--- config.mk ---
export PLATFORM = sky130hd
export DESIGN_NAME = cmp_short_detector
export DESIGN_NICKNAME = d
export VERILOG_FILES = /design/src/rtl/cmp_short_detector.sv
export SDC_FILE = /design/constraint.sdc
export NUM_CORES = 1
export LEC_CHECK = 0
export BUFFER_PORTS_ARGS = -buffer_cell sky130_fd_sc_hd__clkbuf_2
export CAP_MARGIN = 40
export CELL_PAD_IN_SITES_DETAIL_PLACEMENT = 1
export CELL_PAD_IN_SITES_GLOBAL_PLACEMENT = 2
export CORE_ASPECT_RATIO = 1.2
export CORE_MARGIN = 2
export CORE_UTILIZATION = 12
export CTS_CLUSTER_DIAMETER = 100
export DETAILED_ROUTE_END_ITERATION = 10
export PLACE_DENSITY_LB_ADDON = 0.3
export SLEW_MARGIN = 20
export SYNTH_ARGS = -nofsm -noshare
export SYNTH_HDL_FRONTEND = slang
export SYNTH_SLANG_ARGS = --single-unit
--- constraint.sdc ---
create_clock -name clk -period 1 [get_ports clk]
set_clock_uncertainty 0.05 [all_clocks]
set_input_delay 0.1 -clock clk [delete_from_list [all_inputs] [get_ports clk]]
set_output_delay 0.1 -clock clk [all_outputs]
set_load 0.03 [all_outputs]
--- src/rtl/cmp_short_detector.sv ---
module cmp_short_detector #(
  parameter int NPAIRS = 3,
  parameter int RW     = 16
) (
  input  logic                clk,
  input  logic                rst_n,
  input  logic [2*NPAIRS-1:0] pwm_level,
  input  logic [2*NPAIRS-1:0] act_high,
  input  logic                reg_rd,
  input  logic                reg_wr,
  input  logic [RW-1:0]       reg_wdata,
  output logic [RW-1:0]       reg_rdata,
  output logic                short_flag,
  output logic                irq,
  output logic                out_disable
);
  localparam int FLAG_BIT = RW - 1;
  localparam int EN_BIT   = 9;
  localparam int IE_BIT   = 8;

  logic [NPAIRS-1:0] pair_hit;
  logic flag_q, en_q, ie_q, locked_q, armed_q;
  logic set_c, clr_c;

  for (genvar p = 0; p < NPAIRS; p++) begin : g_pair
    assign pair_hit[p] = (pwm_level[2*p]   == act_high[2*p]) &&
                         (pwm_level[2*p+1] == act_high[2*p+1]);
  end

  assign set_c = en_q && (|pair_hit);
  assign clr_c = reg_wr && !reg_wdata[FLAG_BIT] && armed_q;

  always_ff @(posedge clk or negedge rst_n) begin
    if (!rst_n) begin
      flag_q   <= 1'b0;
      en_q     <= 1'b0;
      ie_q     <= 1'b0;
      locked_q <= 1'b0;
      armed_q  <= 1'b0;
    end else begin
      if (set_c)      flag_q <= 1'b1;
      else if (clr_c) flag_q <= 1'b0;

      if (reg_wr)                armed_q <= 1'b0;
      else if (reg_rd && flag_q) armed_q <= 1'b1;

      if (reg_wr) begin
        ie_q <= reg_wdata[IE_BIT];
        if (!locked_q) begin
          en_q     <= reg_wdata[EN_BIT];
          locked_q <= 1'b1;
        end
      end
    end
  end

  always_comb begin
    reg_rdata           = '0;
    reg_rdata[FLAG_BIT] = flag_q;
    reg_rdata[EN_BIT]   = en_q;
    reg_rdata[IE_BIT]   = ie_q;
  end

  assign short_flag  = flag_q;
  assign irq         = flag_q && ie_q;
  assign out_disable = flag_q;
endmodule

======== Yosys cells after proc, flatten, opt, wreduce, memory -nomap -nowiden ========
Index checks and enable logic that the tools add are counted.
word-level totals
  output and inout bits ................... 19
  latch bits .............................. 0
  memory bits (writable) .................. 0
  memories ................................ 0
  memory bits (read-only) ................. 0
  flip-flop bits (word level) ............. 5
  logic and storage cells ................. 29
cells by class
  reductions and logical operators ........ 13
  shift operators ......................... 0
  equality and inequality tests ........... 6
  add/subtract/negate cells ............... 0
  $lt $le $gt $ge ......................... 0
  $mul .................................... 0
  mux-type cells .......................... 4
  bitwise operators ....................... 1
  div/mod/pow operators ................... 0
operator list
  kind                 number
  1-bit logical AND    8
  1-bit equality test  6
  1-bit two-way mux    4
  2-bit nonzero test   2
  3-bit OR reduction   1
  2-bit AND reduction  1
  1-bit logical NOT    1
  1-bit inverter       1

======== Depth between registers and ports, before layout ========
  word-level depth ........................ 5
  depth in mapped cells ................... 3
  gate-level depth less buffers ........... 3

======== Worst setup path after synthesis ========
OpenSTA, ideal clock, no wires.
  path type ............................... reg2out
  start ................................... register flag_q (netlist: out_disable)
  end ..................................... output port irq
  slack ................................... -0.066 ns
  arrival ................................. 0.916 ns
  stages on the path, launching flop included .. 2
  cell sequence ........................... dfrtp_1 and2_1
between the ends
  longest elaborated chain between the ends .. 1
RTL lines
  element                   RTL line  source
  start: declaration        22        logic flag_q, en_q, ie_q, locked_q, armed_q;
  start signal: assignment  35        flag_q <= 1'b0;
  start signal: assignment  41        if (set_c) flag_q <= 1'b1;
  start signal: assignment  42        else if (clr_c) flag_q <= 1'b0;
  1-bit logical AND         65        assign irq = flag_q && ie_q;
  end: declaration          14        output logic irq,
Every way passes these cells.

======== Worst setup path after layout ========
  start ................................... register flag_q (netlist: out_disable)
  end ..................................... output port reg_rdata[15]
RTL lines
  element           RTL line  source
  end: declaration  12        output logic [RW-1:0] reg_rdata,
No word-level cell between the ends.

==> reports/qor.txt <==
status: finished, violations left
failing checks: negative setup slack
Layout fillers: 406
Initial DRC Count: 6
first-pass GRT wire length: 1370 µm
Hold WC Path Type: in2reg
detailed-router iteration count before antenna repair: 3
Root Driver: clkbuf_8
top cells by count, synth: buf_4 (17), xnor2_1 (6), dfrtp_1 (5)
PwrDens: 2230 mW/mm²
critical path endpoint category: output pin
Final Worst Setup Slack: -0.0558 ns
largest area contributor in the netlist: buf_4
Setup-failing EPs final: 4
Total Power: 1.35 mW
final std cells w/o fill: 104
Placer Congestion: 0.645
via/cell ratio: 3.08
CP startpoint kind: register
number of CTS-inserted buffers: 3
CP arrival: 0.91 ns
count leader, synth: buf_4
Setup Crit Path Kind: reg2out
CTS H-tree lvls: 1
Critical R2R Launch: locked_q
layout cell share with drive strength beyond 1: 0.507
Skew-Pair Late Insertion Delay: 0.22 ns
Initial Utilization: 0.123
footprint of the multi-input gates: 203 µm²
Overflow after GRT: 0
hold_sp: reg_wdata[8]
#FFs+latches synth: 5
worst vdd ir: 0.963 mV
Ant. Diodes: 0
DIE AREA: 0.00384 mm²
max-cap viol count: 0
worst-path fanout max: 3
number of core rows: 23
port bufs: 24
Final nets: 100
Seq/Total Area, Yosys: 0.311
CTS tree: built
clock sinks: 5
residual DRC count: 0
Die Span Y: 67.5 µm
dpl ws: 0.0314 ns
Core ar.: 0.00328 mm²
ranking of synthesized cells by area: buf_4 (32%), dfrtp_1 (31%), xnor2_1 (13%)
placed insts: 98
via count: 320
setup tns final: -0.220 ns
Hold WS: 0.0558 ns
async set or reset register ratio after synthesis: 1.00
top-area cell type share of the netlist area: 0.317
gr usage total: 0.0495
Final Cell Area: 606 µm²
Area Growth Syn to Fin: 50.3%
Synth Flop Type: dfrtp_1
post-route ant nets: 0
CTS clk-pin slew, worst paths: 0.04 ns
clock buffer depth: 2
Crit path required time: 0.85 ns
Final Max Slew Viols: 0
vias in the first global route: 348
fin util: 0.185
min Tclk post-route: 1.06 ns
Syn Inst Count: 41
Final Cycle Share: 1.06
Peak Freq: 947 MHz
Syn Std Cell Area: 403 µm²
worst hold path depth: 2
CP Launch Point: out_disable
Synth Area per Inst: 9.83 µm²
FF+latch area: 126 µm²
final hold vios: 0
Die X-Extent: 56.9 µm
DRT Wirelength: 890 µm
Post-synth EDFFs: 0
Distinct cells, synth: 13
pin count of the biggest net entering global routing: 6
num ports: 51
Reg2Reg Depth: 2
RSZ-0062 raised after global routing: yes
Ys Warns: 0
leakage power: 0.296 nW
antenna violations before repair: 0
routed len/inst: 8.56 µm
DP Area: 497 µm²
==> placed cells by master, fill, tap and decap left out, drive strengths merged <==
cell type     n
conb         13
dlygate4sd3   1
nor2b         1
and2          1
a21oi         3
clkbuf       27
xnor2         6
or2           1
mux2          2
dfrtp         5
nor2          1
buf           3
a22oi         2
nand3b        1
==> path summary, 6_finish.rpt <==
| path | end | slack, ns |
|---|---|---|
| max | reg_rdata[15] | -0.06 |
| max in group asynchronous | out_disable | 0.57 |
| max reg2reg | en_q | 0.02 |
| min in group asynchronous | locked_q | 0.17 |
| min | ie_q | 0.06 |
| min reg2reg | armed_q | 0.45 |
==> per-layer routing <==
| layer | track usage | part of all wire | vias to the layer above |
|---|---|---|---|
| met3 | 0.0192 | 0.074 | 0 |
| li1 | - | - | 154 |
| met5 | 0 | 0 | - |
| met2 | 0.0948 | 0.62 | 15 |
| met1 | 0.0379 | 0.31 | 151 |
| met4 | 0.0436 | 0 | 0 |
==> cell type report <==
class                   count  area share
repair buffers             27       0.306
multi-input cells          31       0.335
well taps                  37      0.0764
clock buffers               4      0.0744
flip-flops and latches      5       0.209
==> power by group <==
part / switching, mW / leakage, nW / internal (mW) / total (mW)
clock: 0.0987 / 0.0228 / 0.274 / 0.372
combinational: 0.367 / 0.217 / 0.336 / 0.702
sequential: 0.0331 / 0.0563 / 0.245 / 0.279
==> worst max-delay path, cell delays in order, from the launching register on <==
cell	delay, ns
dfrtp_2	0.41
buf_6	0.13
clkbuf_8	0.15
==> repair_timing <==
item | CTS | global route
setup buffers | 1 | 0
hold buffers | 1 | 0
gates resized for setup | 11 | 1
pin swaps | 1 | 1
setup endpoints to repair | 4 | 6
endpoints found under the hold margin | 5 | 0
cloned | 0 | 0
==> sequential cells by signal (all words and copies together) (netlist names) <==
register     cells
armed_q          1
en_q             1
ie_q             1
locked_q         1
out_disable      1
==> cells by family (layout without fill, tap and decap cells) <==
kind of cell,count (synthesis),count (layout),synth area share
xor gates and xnor gates,6,6,0.130
buffers and inverters,17,31,0.317
DFF,5,5,0.311
muxes,2,2,0.0652
other,1,13,0.00931
and+or+nand+nor,5,5,0.0932
AOI/OAI and AO/OA,5,5,0.0745
No activity file was read; power rests on OpenSTA's default activity.
